<file path="config.mk">
export PLATFORM = sky130hd
export DESIGN_NAME = fp_addsub
export DESIGN_NICKNAME = d
export VERILOG_FILES = /design/src/rtl/fpas_pkg.sv /design/src/rtl/fpas_order.sv /design/src/rtl/fpas_align.sv /design/src/rtl/fpas_norm.sv /design/src/rtl/fp_addsub.sv
export SDC_FILE = /design/constraint.sdc
export NUM_CORES = 1
export LEC_CHECK = 0
export BUFFER_PORTS_ARGS = -buffer_cell sky130_fd_sc_hd__buf_2
export CAP_MARGIN = 30
export CORE_ASPECT_RATIO = 2
export CORE_MARGIN = 2
export CORE_UTILIZATION = 50
export CTS_CLUSTER_SIZE = 25
export DETAILED_ROUTE_END_ITERATION = 10
export PLACE_DENSITY = 0.75
export SLEW_MARGIN = 20
export SYNTH_ARGS = -nofsm -noshare
export SYNTH_HDL_FRONTEND = slang
export SYNTH_HIERARCHICAL = 1
export SYNTH_SLANG_ARGS = --single-unit
export TNS_END_PERCENT = 10
</file>
<file path="constraint.sdc">
create_clock -name clk -period 0.8 [get_ports clk]
set_input_delay 0.08 -clock clk [delete_from_list [all_inputs] [get_ports clk]]
set_output_delay 0.08 -clock clk [all_outputs]
set_load 0.005 [all_outputs]
</file>
<file path="src/rtl/fpas_pkg.sv">
package fpas_pkg;
   // Extra low-order bits carried through alignment: guard, round, sticky.
   localparam int unsigned FPAS_GRD = 3;

   typedef enum logic {
      MAG_ADD = 1'b0,
      MAG_SUB = 1'b1
   } mag_op_e;
endpackage

</file>
<file path="src/rtl/fpas_order.sv">
module fpas_order #(
   parameter int unsigned EXP_W = 10,
   parameter int unsigned MAN_W = 21,
   localparam int unsigned WORD_W = 1 + EXP_W + MAN_W
) (
   input  logic [WORD_W-1:0] a_word,
   input  logic [WORD_W-1:0] b_word,
   input  logic              sub_req,
   output logic              big_sign,
   output logic [EXP_W-1:0]  big_exp,
   output logic [MAN_W-1:0]  big_man,
   output logic [MAN_W-1:0]  small_man,
   output logic [EXP_W-1:0]  exp_gap,
   output fpas_pkg::mag_op_e mag_op
);
   localparam int unsigned KEY_W = EXP_W + MAN_W;

   logic              a_is_zero, b_is_zero, a_wins;
   logic              sa, sb;
   logic [KEY_W-1:0]  key_a, key_b;
   logic [EXP_W-1:0]  small_exp;

   assign a_is_zero = (a_word[MAN_W-1:0] == '0);
   assign b_is_zero = (b_word[MAN_W-1:0] == '0);
   assign sa        = a_word[WORD_W-1];
   assign sb        = b_word[WORD_W-1] ^ sub_req;

   // A zero operand sorts below every nonzero one, whatever its exponent.
   assign key_a  = a_is_zero ? '0 : a_word[KEY_W-1:0];
   assign key_b  = b_is_zero ? '0 : b_word[KEY_W-1:0];
   assign a_wins = (key_a >= key_b);

   always_comb begin
      if (a_wins) begin
         big_sign  = sa;
         big_exp   = a_word[KEY_W-1:MAN_W];
         big_man   = a_word[MAN_W-1:0];
         small_man = b_word[MAN_W-1:0];
         small_exp = b_word[KEY_W-1:MAN_W];
      end else begin
         big_sign  = sb;
         big_exp   = b_word[KEY_W-1:MAN_W];
         big_man   = b_word[MAN_W-1:0];
         small_man = a_word[MAN_W-1:0];
         small_exp = a_word[KEY_W-1:MAN_W];
      end
   end

   assign exp_gap = big_exp - small_exp;
   assign mag_op  = (sa ^ sb) ? fpas_pkg::MAG_SUB : fpas_pkg::MAG_ADD;
endmodule

</file>
<file path="src/rtl/fpas_align.sv">
module fpas_align #(
   parameter int unsigned EXP_W = 10,
   parameter int unsigned MAN_W = 21,
   parameter int unsigned GRD_W = 3,
   localparam int unsigned EXT_W = MAN_W + GRD_W
) (
   input  logic [MAN_W-1:0] man_in,
   input  logic [EXP_W-1:0] shift,
   output logic [EXT_W-1:0] ext_out
);
   logic [EXT_W-1:0] full, moved, lost_mask;
   logic             sticky;

   assign full = {man_in, {GRD_W{1'b0}}};

   always_comb begin
      if (shift >= EXP_W'(EXT_W)) begin
         moved     = '0;
         lost_mask = '1;
      end else begin
         moved     = full >> shift;
         lost_mask = (EXT_W'(1) << shift) - EXT_W'(1);
      end
      sticky  = |(full & lost_mask);
      ext_out = moved | EXT_W'(sticky);
   end
endmodule

</file>
<file path="src/rtl/fpas_norm.sv">
module fpas_norm #(
   parameter int unsigned EXP_W = 10,
   parameter int unsigned MAN_W = 21,
   parameter int unsigned GRD_W = 3,
   localparam int unsigned EXT_W  = MAN_W + GRD_W,
   localparam int unsigned LZ_W   = $clog2(EXT_W + 1),
   localparam int unsigned ES_W   = EXP_W + 2,
   localparam int unsigned WORD_W = 1 + EXP_W + MAN_W
) (
   input  logic [EXT_W:0]    sum,
   input  logic [EXP_W-1:0]  base_exp,
   input  logic              sign,
   output logic [WORD_W-1:0] word,
   output logic              ovf,
   output logic              unf
);
   localparam logic signed [ES_W-1:0] EXP_TOP = ES_W'((1 << EXP_W) - 1);

   logic [LZ_W-1:0]        lz;
   logic [EXT_W-1:0]       lifted;
   logic [MAN_W-1:0]       man;
   logic signed [ES_W-1:0] exp_s;
   logic                   carry, is_zero;

   assign carry   = sum[EXT_W];
   assign is_zero = (sum == '0);

   always_comb begin
      lz = LZ_W'(EXT_W);
      for (int i = 0; i < EXT_W; i++) begin
         if (sum[i]) lz = LZ_W'(EXT_W - 1 - i);
      end
   end

   assign lifted = sum[EXT_W-1:0] << lz;

   always_comb begin
      if (carry) begin
         man   = sum[EXT_W:GRD_W+1];
         exp_s = $signed({2'b00, base_exp}) + ES_W'(1);
      end else begin
         man   = lifted[EXT_W-1:GRD_W];
         exp_s = $signed({2'b00, base_exp}) - $signed(ES_W'(lz));
      end
   end

   always_comb begin
      ovf  = 1'b0;
      unf  = 1'b0;
      word = '0;
      if (!is_zero) begin
         if (exp_s > EXP_TOP) begin
            ovf  = 1'b1;
            word = {sign, {EXP_W{1'b1}}, {MAN_W{1'b1}}};
         end else if (exp_s < 0) begin
            unf  = 1'b1;
         end else begin
            word = {sign, exp_s[EXP_W-1:0], man};
         end
      end
   end
endmodule

</file>
<file path="src/rtl/fp_addsub.sv">
module fp_addsub #(
   parameter int unsigned EXP_W   = 10,
   parameter int unsigned MAN_W   = 21,
   parameter bit          OUT_REG = 1'b1,
   localparam int unsigned WORD_W = 1 + EXP_W + MAN_W
) (
   input  logic              clk,
   input  logic              rst_n,
   input  logic [WORD_W-1:0] op_a,
   input  logic [WORD_W-1:0] op_b,
   input  logic              op_sub,
   output logic [WORD_W-1:0] res,
   output logic              ovf,
   output logic              unf
);
   import fpas_pkg::*;

   localparam int unsigned GRD_W = FPAS_GRD;
   localparam int unsigned EXT_W = MAN_W + GRD_W;

   if (EXP_W < 2)  begin : g_bad_exp  $error("EXP_W must be at least 2");  end
   if (MAN_W < 4)  begin : g_bad_man  $error("MAN_W must be at least 4");  end
   if ((1 << EXP_W) <= EXT_W) begin : g_bad_gap
      $error("exponent range too small for the alignment width");
   end

   logic             big_sign;
   logic [EXP_W-1:0] big_exp, exp_gap;
   logic [MAN_W-1:0] big_man, small_man;
   mag_op_e          mag_op;
   logic [EXT_W-1:0] small_ext;
   logic [EXT_W:0]   mag_sum;
   logic [WORD_W-1:0] nx_res;
   logic             nx_ovf, nx_unf;

   fpas_order #(.EXP_W(EXP_W), .MAN_W(MAN_W)) u_order (
      .a_word(op_a), .b_word(op_b), .sub_req(op_sub),
      .big_sign(big_sign), .big_exp(big_exp), .big_man(big_man),
      .small_man(small_man), .exp_gap(exp_gap), .mag_op(mag_op)
   );

   fpas_align #(.EXP_W(EXP_W), .MAN_W(MAN_W), .GRD_W(GRD_W)) u_align (
      .man_in(small_man), .shift(exp_gap), .ext_out(small_ext)
   );

   always_comb begin
      if (mag_op == MAG_SUB)
         mag_sum = {1'b0, big_man, {GRD_W{1'b0}}} - {1'b0, small_ext};
      else
         mag_sum = {1'b0, big_man, {GRD_W{1'b0}}} + {1'b0, small_ext};
   end

   fpas_norm #(.EXP_W(EXP_W), .MAN_W(MAN_W), .GRD_W(GRD_W)) u_norm (
      .sum(mag_sum), .base_exp(big_exp), .sign(big_sign),
      .word(nx_res), .ovf(nx_ovf), .unf(nx_unf)
   );

   if (OUT_REG) begin : g_reg
      always_ff @(posedge clk or negedge rst_n) begin
         if (!rst_n) begin
            res <= '0;
            ovf <= 1'b0;
            unf <= 1'b0;
         end else begin
            res <= nx_res;
            ovf <= nx_ovf;
            unf <= nx_unf;
         end
      end
   end else begin : g_comb
      assign res = nx_res;
      assign ovf = nx_ovf;
      assign unf = nx_unf;
   end
endmodule

</file>
-- After elaboration in Yosys (flattened, before gate mapping)
Index checks and enable logic that the tools add are counted.
- shift operators: 3
- bitwise operators: 4
- multiplexer cells: 45
- $add $sub $neg: 6
- $lt $le $gt $ge: 4
- reductions and logical operators: 4
- operators with widths (cell ; number):
    32-bit 2-to-1 mux ; 3
    5-bit 2-to-1 mux ; 16
    21-bit 2-to-1 mux ; 3
    31-bit 2-to-1 mux ; 2
    24-bit 2-to-1 mux ; 2
    21-bit zero test ; 2
    4-bit 2-to-1 mux ; 8
    31-bit >= comparator ; 1
    24-bit by 24-bit adder with 25-bit output ; 1
    25-bit zero test ; 1
    25-bit 2-to-1 mux ; 1
    24-bit by 24-bit subtractor with 25-bit output ; 1
    24-bit AND ; 1
    24-bit by 1-bit OR with 24-bit output ; 1
    24-bit OR reduction ; 1
    1-bit by 10-bit left shift with 24-bit output, first input constant ; 1
    24-bit by 5-bit left shift with 24-bit output ; 1
    24-bit by 10-bit right shift with 24-bit output ; 1
    24-bit by 2-bit subtractor with 24-bit output, second input constant ; 1
    10-bit 2-to-1 mux ; 2
    12-bit by 11-bit > comparator with 1-bit output, second input constant ; 1
    12-bit by 1-bit less-than comparator with 1-bit output, second input constant ; 1
    12-bit 2-to-1 mux ; 1
    10-bit by 1-bit adder with 11-bit output, second input constant ; 1
    5 further kinds ; 12
- bits of input ports: 67
- word-level logic and storage cells: 69
- output and inout bits: 34
- flip-flop bits (word level): 34

-- Longest topological paths before layout
Gate-level depths: netlist of run 1.
- word-level depth: 43
- mapped depth: 56
- gate-level depth less buffers: 48

-- Modules after synthesis
The synthesis of run 1 kept the hierarchy.
- by module, submodules not included (module ; instances ; area each (um2) ; cells each):
    fp_addsub ; 1 ; 3238.1 ; 395
    fpas_order ; 1 ; 2339.7 ; 360
    fpas_norm ; 1 ; 2331.0 ; 360
    fpas_align ; 1 ; 1604.0 ; 230

-- Worst setup path before layout of run 1
OpenSTA, ideal clock, no wires.
- kind: input-to-reg
- from: in op_a[2]
- to: reg res[10]
- path slack: -9.940 ns
- arrival: 10.653 ns
- path buffers: 6
- stages: 50
- path through: or4_1 nor4_2 nor2b_1 ha_1 nand3_1 nor3_1 a221oi_2 o211ai_2 a31oi_4 buf_6 buf_2 buf_6 mux2_2 ha_1 o21ai_0 a31oi_1 a211oi_2 o221ai_2 (+14 left out) a21oi_1 xnor2_1 nor2b_1 nor3_2 nand2_1 o21ai_2 inv_2 ha_1 fa_1 nand2b_1 a21oi_1 nor3_1 or2_1 buf_2 inv_2 clkbuf_1 o21ai_0 a22oi_1
- RTL lines (item ; line ; RTL):
    start: declaration ; fp_addsub.sv:9 ; input logic [WORD_W-1:0] op_a,
    21-bit zero test ; fpas_order.sv:23 ; assign a_is_zero = (a_word[MAN_W-1:0] == '0);
    31-bit 2-to-1 mux * ; fpas_order.sv:29 ; assign key_a = a_is_zero ? '0 : a_word[KEY_W-1:0];
    31-bit >= comparator * ; fpas_order.sv:31 ; assign a_wins = (key_a >= key_b);
    10-bit 2-to-1 mux ; fpas_order.sv:34 ; if (a_wins) begin
    10-bit subtractor * ; fpas_order.sv:49 ; assign exp_gap = big_exp - small_exp;
    named net exp_gap[6] ; fp_addsub.sv:28 ; logic [EXP_W-1:0] big_exp, exp_gap;
    10-bit by 5-bit >= comparator with 1-bit output / 24-bit by 10-bit right shift with 24-bit output (equally long branches) ; fpas_align.sv:17, fpas_align.sv:21 ;
    24-bit 2-to-1 mux * ; fpas_align.sv:17 ; if (shift >= EXP_W'(EXT_W)) begin
    (+1 left out) ; - ;
    named net small_ext[8] ; fp_addsub.sv:31 ; logic [EXT_W-1:0] small_ext;
    (+2 left out) ; - ;
    named net mag_sum[23] ; fp_addsub.sv:32 ; logic [EXT_W:0] mag_sum;
    5-bit 2-to-1 mux ; fpas_norm.sv:31 ; if (sum[i]) lz = LZ_W'(EXT_W - 1 - i);
    10-bit by 5-bit subtractor with 11-bit output ; fpas_norm.sv:43 ; exp_s = $signed({2'b00, base_exp}) - $signed(ES_W'(lz));
    12-bit 2-to-1 mux ; fpas_norm.sv:38 ; if (carry) begin
    12-bit by 1-bit less-than comparator with 1-bit output ; fpas_norm.sv:55 ; end else if (exp_s < 0) begin
    32-bit 2-to-1 mux ; fpas_norm.sv:55 ;
    32-bit 2-to-1 mux ; fpas_norm.sv:52 ; if (exp_s > EXP_TOP) begin
    32-bit 2-to-1 mux * ; fpas_norm.sv:51 ; if (!is_zero) begin
    named net nx_res[10] ; fp_addsub.sv:33 ; logic [WORD_W-1:0] nx_res;
    end signal: assignment ; fp_addsub.sv:65 ; res <= nx_res;
    end: declaration ; fp_addsub.sv:12 ; output logic [WORD_W-1:0] res,
The timed path passes the listed nets; every way through them passes the cells marked *.

-- Worst setup path in the final report of run 1
- from: in op_b[8]
- to: reg res[17]
- longest elaborated chain between the ends: 43
- ends and longest elaborated chain (item ; line ; RTL):
    start: declaration ; fp_addsub.sv:10 ; input logic [WORD_W-1:0] op_b,
    21-bit zero test ; fpas_order.sv:24 ; assign b_is_zero = (b_word[MAN_W-1:0] == '0);
    31-bit 2-to-1 mux * ; fpas_order.sv:30 ; assign key_b = b_is_zero ? '0 : b_word[KEY_W-1:0];
    31-bit >= comparator * ; fpas_order.sv:31 ;
    10-bit 2-to-1 mux ; fpas_order.sv:34 ;
    10-bit subtractor * ; fpas_order.sv:49 ;
    named net exp_gap[6] ; fp_addsub.sv:28 ;
    1-bit by 10-bit left shift with 24-bit output ; fpas_align.sv:22 ; lost_mask = (EXT_W'(1) << shift) - EXT_W'(1);
    24-bit by 2-bit subtractor with 24-bit output ; fpas_align.sv:22 ;
    (+6 left out) ; - ;
    named net mag_sum[0] ; fp_addsub.sv:32 ;
    (+8 left out) ; - ;
    5-bit 2-to-1 mux (16 in series) ; fpas_norm.sv:31 ;
    10-bit by 5-bit subtractor with 11-bit output ; fpas_norm.sv:43 ;
    12-bit 2-to-1 mux ; fpas_norm.sv:38 ;
    12-bit by 1-bit less-than comparator with 1-bit output ; fpas_norm.sv:55 ;
    32-bit 2-to-1 mux ; fpas_norm.sv:55 ;
    32-bit 2-to-1 mux ; fpas_norm.sv:52 ;
    32-bit 2-to-1 mux * ; fpas_norm.sv:51 ;
    named net nx_res[17] ; fp_addsub.sv:33 ;
Marks and branches as above.

==> run summary, run 1 <==
status -> finished with violations
violated checks -> negative setup slack
grt ovf -> 0
crit path buf inv count -> 8
Ys Warns -> 6
RSZ-0062 raised after global routing -> true
Finished Layout Cells -> 2164
WP depth -> 50
core area -> 18740 µm²
Hold Violations, Final -> 0
routed wire length -> 47.19 mm
clock power share -> 6.9%
Lkg Pwr -> 7.135 nW
initial antenna violation count -> 3
GRT busiest layer -> met2
fin crit share -> 1246%
Starting Density -> 50.75%
CP endpoint -> res[17]
mapped cell area -> 9513 µm²
DP HPWL -> 35.94 mm
number of H-tree levels -> 2
Switching Fraction -> 47.47%
largest net degree at the start of global routing -> 67
Final Critical Period -> 9.968 ns
crit path max fanout -> 7
Async S/R FF share, synth -> 100.0%
Startpoint Class -> primary input
Setup-failing EPs final -> 68
Die H -> 199.1 µm
WS Path Type -> primary input to register
Post-Synthesis Net Count -> 1495
first-pass GRT wire length -> 71.27 mm
vias in the first global route -> 13670
Tot Pwr -> 28.37 mW
clock root cell -> clkbuf_16
clock transition at the registers of the reported paths -> 0.05 ns
GR Util met1 -> 39.04%
CP startpoint -> op_b[8]
WP data required -> 1.00 ns
synthesized flop and latch total -> 34
nets -> 2057
Layout area overhead -> 61.79%
Worst Setup End Kind -> register
Die Wd -> 101.5 µm
I/O pin count -> 101
worst-margin pin slew -> 0.7437 ns
synth unique cells -> 104
share of cells above drive strength 1 -> 47.85%
Data arrival, critical path -> 10.16 ns
IR Drop Worst-Case VDD -> 1647 µV
GRT Total Usage -> 46.12%
syn_area_per_cell -> 7.073 µm²
Filler Cells Inserted -> 1247
Slew headroom -> 49.64%
CP max-delay cell -> or4_4
Hold Crit Start -> op_a[31]
Comb pwr share -> 83.9%
Max Slew Vio Count -> 0
Num Clock Sinks -> 34
Max stage delay on crit path -> 0.63 ns
met2 Resource Use GR -> 80.63%
met3 Usage GRT -> 12.38%
# port buffers -> 100
synthesized instance count -> 1345
ANT nets after route -> 0
post-layout util -> 82.11%
placed cell count -> 2099
Placer Congestion -> 1.087
Seq pwr share -> 9.1%
Vias/cell -> 6.263
row count -> 71
DR vias -> 13550
Max Cap Viol -> 0
First-pass DRT Iterations -> 5
initial drt markers -> 872
FMAX -> 100.3 MHz
setup TNS -> -303.91 ns
drt wl/cell -> 21.80 µm
TritonCTS clock tree -> built
ys flop type -> dfrtp_1
worst setup margin -> -9.168 ns
largest delay contributor family on the critical path -> simple AND/OR/NAND/NOR gates
drt drc -> 0
Seq/Total Area, Yosys -> 8.944%
worst min path class -> primary input to register
Int Power -> 14.90 mW
Sw Pwr -> 13.47 mW
PwrDens -> 1844 nW/µm²
CTS Buf Count -> 5
DIE AREA -> 20210 µm²
worst slack at placement -> -9.915 ns
number of enable flip-flop cells after synthesis -> 0
worst-case clock buffer depth -> 2
cell usage after synthesis, drive strengths merged (14+ instances only):
cell	count	share of area (%)
buf	35	2.3
mux2	56	6.6
nand3	28	1.5
nand2b	22	1.5
inv	94	3.7
clkbuf	64	2.6
nand4	21	1.4
nor2	144	5.8
nor4	19	1.6
a21oi	104	5.5
nor3	23	1.4
a22oi	15	1.2
a211oi	18	1.6
and2	14	0.97
nand2	118	4.7
mux2i	37	3.9
nor2b	27	1.8
o21ai	109	5.9
xnor2	31	2.9
a31oi	21	1.6
ha	81	11
dfrtp	34	8.9
o22ai	15	1.1
cell families (layout without fill, tap and decap cells):
| logic type | count (synthesis) | after routing | share of synthesized area, % |
|---|---|---|---|
| AOI/OAI and AO/OA | 411 | 411 | 28.84 |
| xor gates and xnor gates | 44 | 44 | 4.130 |
| adders and majority gates | 90 | 90 | 11.85 |
| buffers and inverters | 194 | 757 | 8.615 |
| DFF | 34 | 34 | 8.944 |
| muxes | 103 | 103 | 12.93 |
| other | 0 | 1 | 0 |
| and+or+nand+nor | 469 | 469 | 24.69 |
how the worst min path moves through the flow:
stage | end | slack [ns] | cells after the start
floorplan | ovf | -0.22 | 0
global placement | res[25] | 0.05 | 2
detailed placement | res[27] | 0.05 | 2
CTS | res[31] | 0.20 | 4
global route | res[31] | 0.29 | 4
finish | res[31] | 0.26 | 4
area by class of cell:
cell class / instances / area [µm²] / area share, %
Multi-Input combinational cell: 1117 / 8776 / 57.02
Timing Repair Buffer: 654 / 4922 / 31.98
Sequential cell: 34 / 850.8 / 5.528
Inverter: 95 / 372.9 / 2.423
Tap cell: 255 / 319.1 / 2.073
Clock buffer: 7 / 142.6 / 0.9268
Clock inverter: 1 / 5.005 / 0.03252
Antenna cell: 1 / 2.502 / 0.01626
power groups by stage:
stage          Sequential [mW]  Combinational [mW]  Clock (mW)
2_1_floorplan             2.74                10.6           0
3_3_place_gp              2.63                19.8           0
3_5_place_dp              2.62                20.1           0
4_1_cts                   2.61                21.6        1.97
5_1_grt                   2.69                25.2        2.07
6_report                  2.59                23.8        1.97
through the flow:
stage               cell area (µm²)  hold WS [ns]
detailed placement            13870       0.04626
finish                        15390        0.2626
global route                  15390        0.2896
global placement              13870       0.04610
floorplan                      9682       -0.2156
CTS                           14850        0.2043
routing by layer:
metal  vias up  wire, µm
met5         -        12
met2       789     23120
li1       6057         -
met1      6279     13680
met4         2      6804
met3       427      3567
placed cells by master (no fill, tap or decap), types with 22 or more instances in the layout:
cell,n
buf_4,520
nor2_1,133
nand2_1,110
buf_2,96
a21oi_1,91
inv_1,88
o21ai_0,69
ha_1,67
mux2_2,55
mux2i_1,36
dfrtp_1,34
o21ai_1,24
nand3_1,24
nor2b_1,23
buf_6,22
registers in the layout (all words and copies together) (netlist names):
register	cells
res	32
ovf	1
unf	1
repair_timing:
item	CTS	global route
hold buffers	1	0
pin swaps	71	47
cloned	2	0
gates resized for setup	134	80
setup buffers	34	20
endpoints found under the hold margin	34	0
endpoints found under the setup margin	68	68
(Power assumes the default switching activity.)
==> run 2: changes to the inputs <==
--- a/config.mk
+++ b/config.mk
@@ -9,10 +9,10 @@
 export CAP_MARGIN = 30
 export CORE_ASPECT_RATIO = 2
 export CORE_MARGIN = 2
-export CORE_UTILIZATION = 50
+export CORE_UTILIZATION = 52
 export CTS_CLUSTER_SIZE = 25
 export DETAILED_ROUTE_END_ITERATION = 10
-export PLACE_DENSITY = 0.75
+export PLACE_DENSITY = 0.77
 export SLEW_MARGIN = 20
 export SYNTH_ARGS = -nofsm -noshare
 export SYNTH_HDL_FRONTEND = slang
==> run 2 against run 1 <==
Against the previous run:
- the run ends with design-rule violations, negative setup slack left
- sequential share of layout area is 0.079 points higher
- hold slack improved by 0.00067 ns
- sequential cell count is the same
- sequential power rose by 4%
- critical path type unchanged
- largest power group unchanged
==> run summary, run 2 (synthesized netlist as in run 1, its figures left out) <==
status -> finished with violations
violated checks -> design-rule violations, negative setup slack
CTS Buf Count -> 5 (unchanged)
Slew headroom -> 44.02% (-5.6 points)
Seq pwr share -> 9.7% (+0.6 points)
Die Wd -> 99.64 µm (-1.9%)
# port buffers -> 100 (unchanged)
DR vias -> 13770 (+1.6%)
Vias/cell -> 6.524 (+4.2%)
Starting Density -> 52.47% (+1.7 points)
largest reg by FF count -> res
setup TNS -> -306.47 ns (-2.557 ns)
Worst Setup End Kind -> register
Hold Crit Start -> op_a[31]
Lkg Pwr -> 7.083 nW (-0.74%)
vias in the first global route -> 13940 (+2.0%)
First-pass DRT Iterations -> 11 (+6)
grt ovf -> 0 (unchanged)
post-layout util -> 83.70% (+1.6 points)
nets -> 2041 (-0.78%)
drt wl/cell -> 22.96 µm (+5.3%)
routed wire length -> 48.48 mm (+2.7%)
RSZ-0062 raised after global routing -> true
clock transition at the registers of the reported paths -> 0.06 ns (about the same)
worst min path class -> primary input to register
Setup-failing EPs final -> 68 (unchanged)
Finished Layout Cells -> 2111 (-2.4%)
clock root cell -> clkbuf_16
IR Drop Worst-Case VDD -> 1362 µV (-17%)
worst-margin pin slew -> 0.8366 ns (+0.09299 ns)
TritonCTS clock tree -> built
GRT Total Usage -> 47.09% (+0.97 points)
largest net degree at the start of global routing -> 67 (unchanged)
initial drt markers -> 1209 (+39%)
Multi-input gate area -> 8826 µm² (+0.57%)
Max Cap Viol -> 0 (unchanged)
Regs by FF count -> res: 32 flops, ovf: 1 flops, unf: 1 flops
drt drc -> 2 (+2)
worst setup margin -> -9.252 ns (-0.08418 ns)
Sw Pwr -> 13.51 mW (+0.29%)
I/O pin count -> 101 (unchanged)
Comb pwr share -> 83.2% (-0.7 points)
Hold Violations, Final -> 0 (unchanged)
placed cell count -> 2062 (-1.8%)
worst-case clock buffer depth -> 2 (unchanged)
Max Slew Vio Count -> 0 (unchanged)
Max stage delay on crit path -> 0.58 ns (-0.05 ns)
share of cells above drive strength 1 -> 47.73% (-0.12 points)
number of H-tree levels -> 2 (unchanged)
DP HPWL -> 35.43 mm (-1.4%)
row count -> 70 (-1.4%)
DIE AREA -> 19460 µm² (-3.7%)
most frequent cells in the layout -> 514 x buf_4, 137 x nor2_1, 109 x nand2_1
leading cell type in the layout, fill and taps excluded -> buf_4
Die H -> 195.3 µm (-1.9%)
Filler Cells Inserted -> 1162 (-6.8%)
Switching Fraction -> 48.67% (+1.2 points)
WP data required -> 0.97 ns (-0.03 ns)
Layout area overhead -> 59.52%
ANT nets after route -> 0 (unchanged)
fin crit share -> 1257% (+11 points)
max reg flops -> 32 (unchanged)
WS Path Type -> primary input to register
core area -> 18130 µm² (-3.3%)
Seq. cell area -> 850.8 µm² (unchanged)
Worst Hold Depth -> 4 (unchanged)
Int Power -> 14.24 mW (-4.4%)
first-pass GRT wire length -> 71.47 mm (+0.28%)
Final Critical Period -> 10.05 ns (+0.08418 ns)
worst hold endpoint -> res[31]
Num Clock Sinks -> 34 (unchanged)
Startpoint Class -> primary input
initial antenna violation count -> 4 (+1)
clock power share -> 7.1% (+0.2 points)
PwrDens -> 1829 nW/µm² (-0.80%)
CP max-delay cell -> or4_4
crit path max fanout -> 5 (-2)
FMAX -> 99.48 MHz (-0.84%)
Placer Congestion -> 1.107 (+1.9%)
Data arrival, critical path -> 10.22 ns (+0.06 ns)
run 2: layout make-up:
class / instances / area share, %
inverter: 95 / 2.383
timing repair buffer: 637 / 31.04
clock buffer: 7 / 0.9400
antenna: 3 / 0.04947
clock inverter: 1 / 0.03298
tap: 216 / 1.781
sequential: 34 / 5.607
multi-input combinational: 1118 / 58.16
run 2: critical path, delay by kind of cell:
kind / cells / cell delay, ns
AND/OR/NAND/NOR: 13 / 3.87
buffers and inverters: 6 / 0.89
multiplexers: 1 / 0.33
XOR/XNOR: 2 / 0.29
AO/OA/AOI/OAI: 21 / 3.92
adder cells (fa/ha/maj): 4 / 0.84
run 2: how the worst max path moves through the flow:
stage | from | to | slack (ns) | cells after the start
finish | op_b[16] | res[11] | -9.25 | 47
floorplan | op_a[2] | res[17] | -9.22 | 48
global placement | op_b[5] | res[11] | -9.75 | 46
global route | op_b[16] | res[17] | -9.50 | 52
CTS | op_b[16] | res[11] | -8.94 | 47
detailed placement | op_b[13] | res[11] | -9.86 | 46
run 2: through the flow:
stage                     hold WS (ns)  instance area, µm²  power [mW]  worst slack, ns
after floorplan                -0.2156                9682       13.32           -9.217
after global placement         0.04356               13820       22.19           -9.746
after detailed placement       0.04718               13820       22.50           -9.862
after CTS                       0.2279               14670       25.49           -8.941
after global routing            0.2906               15170       29.18           -9.504
final                           0.2633               15170       27.75           -9.252
run 2: repair_timing:
item                                    CTS  global route
endpoints found under the hold margin    34             0
resized for setup                       122            85
setup buffers                            18            21
pin swaps                                37            44
hold buffers                              1             0
gates cloned                              2             0
endpoints found under the setup margin   68            68
run 2: power groups by stage:
stage	Combinational, mW	Sequential, mW	Clock (mW)
after floorplan	10.6	2.74	0
after global placement	19.6	2.61	0
after detailed placement	19.9	2.63	0
after CTS	20.9	2.62	1.92
after global routing	24.4	2.74	2.04
final	23.1	2.69	1.97
run 2: per-layer routing:
metal / part of all wire, % / global-route usage (%)
met4: 14 / 50.13
met5: 0.029 / 0
met2: 48 / 82.63
met1: 30 / 41.52
met3: 8.1 / 9.520
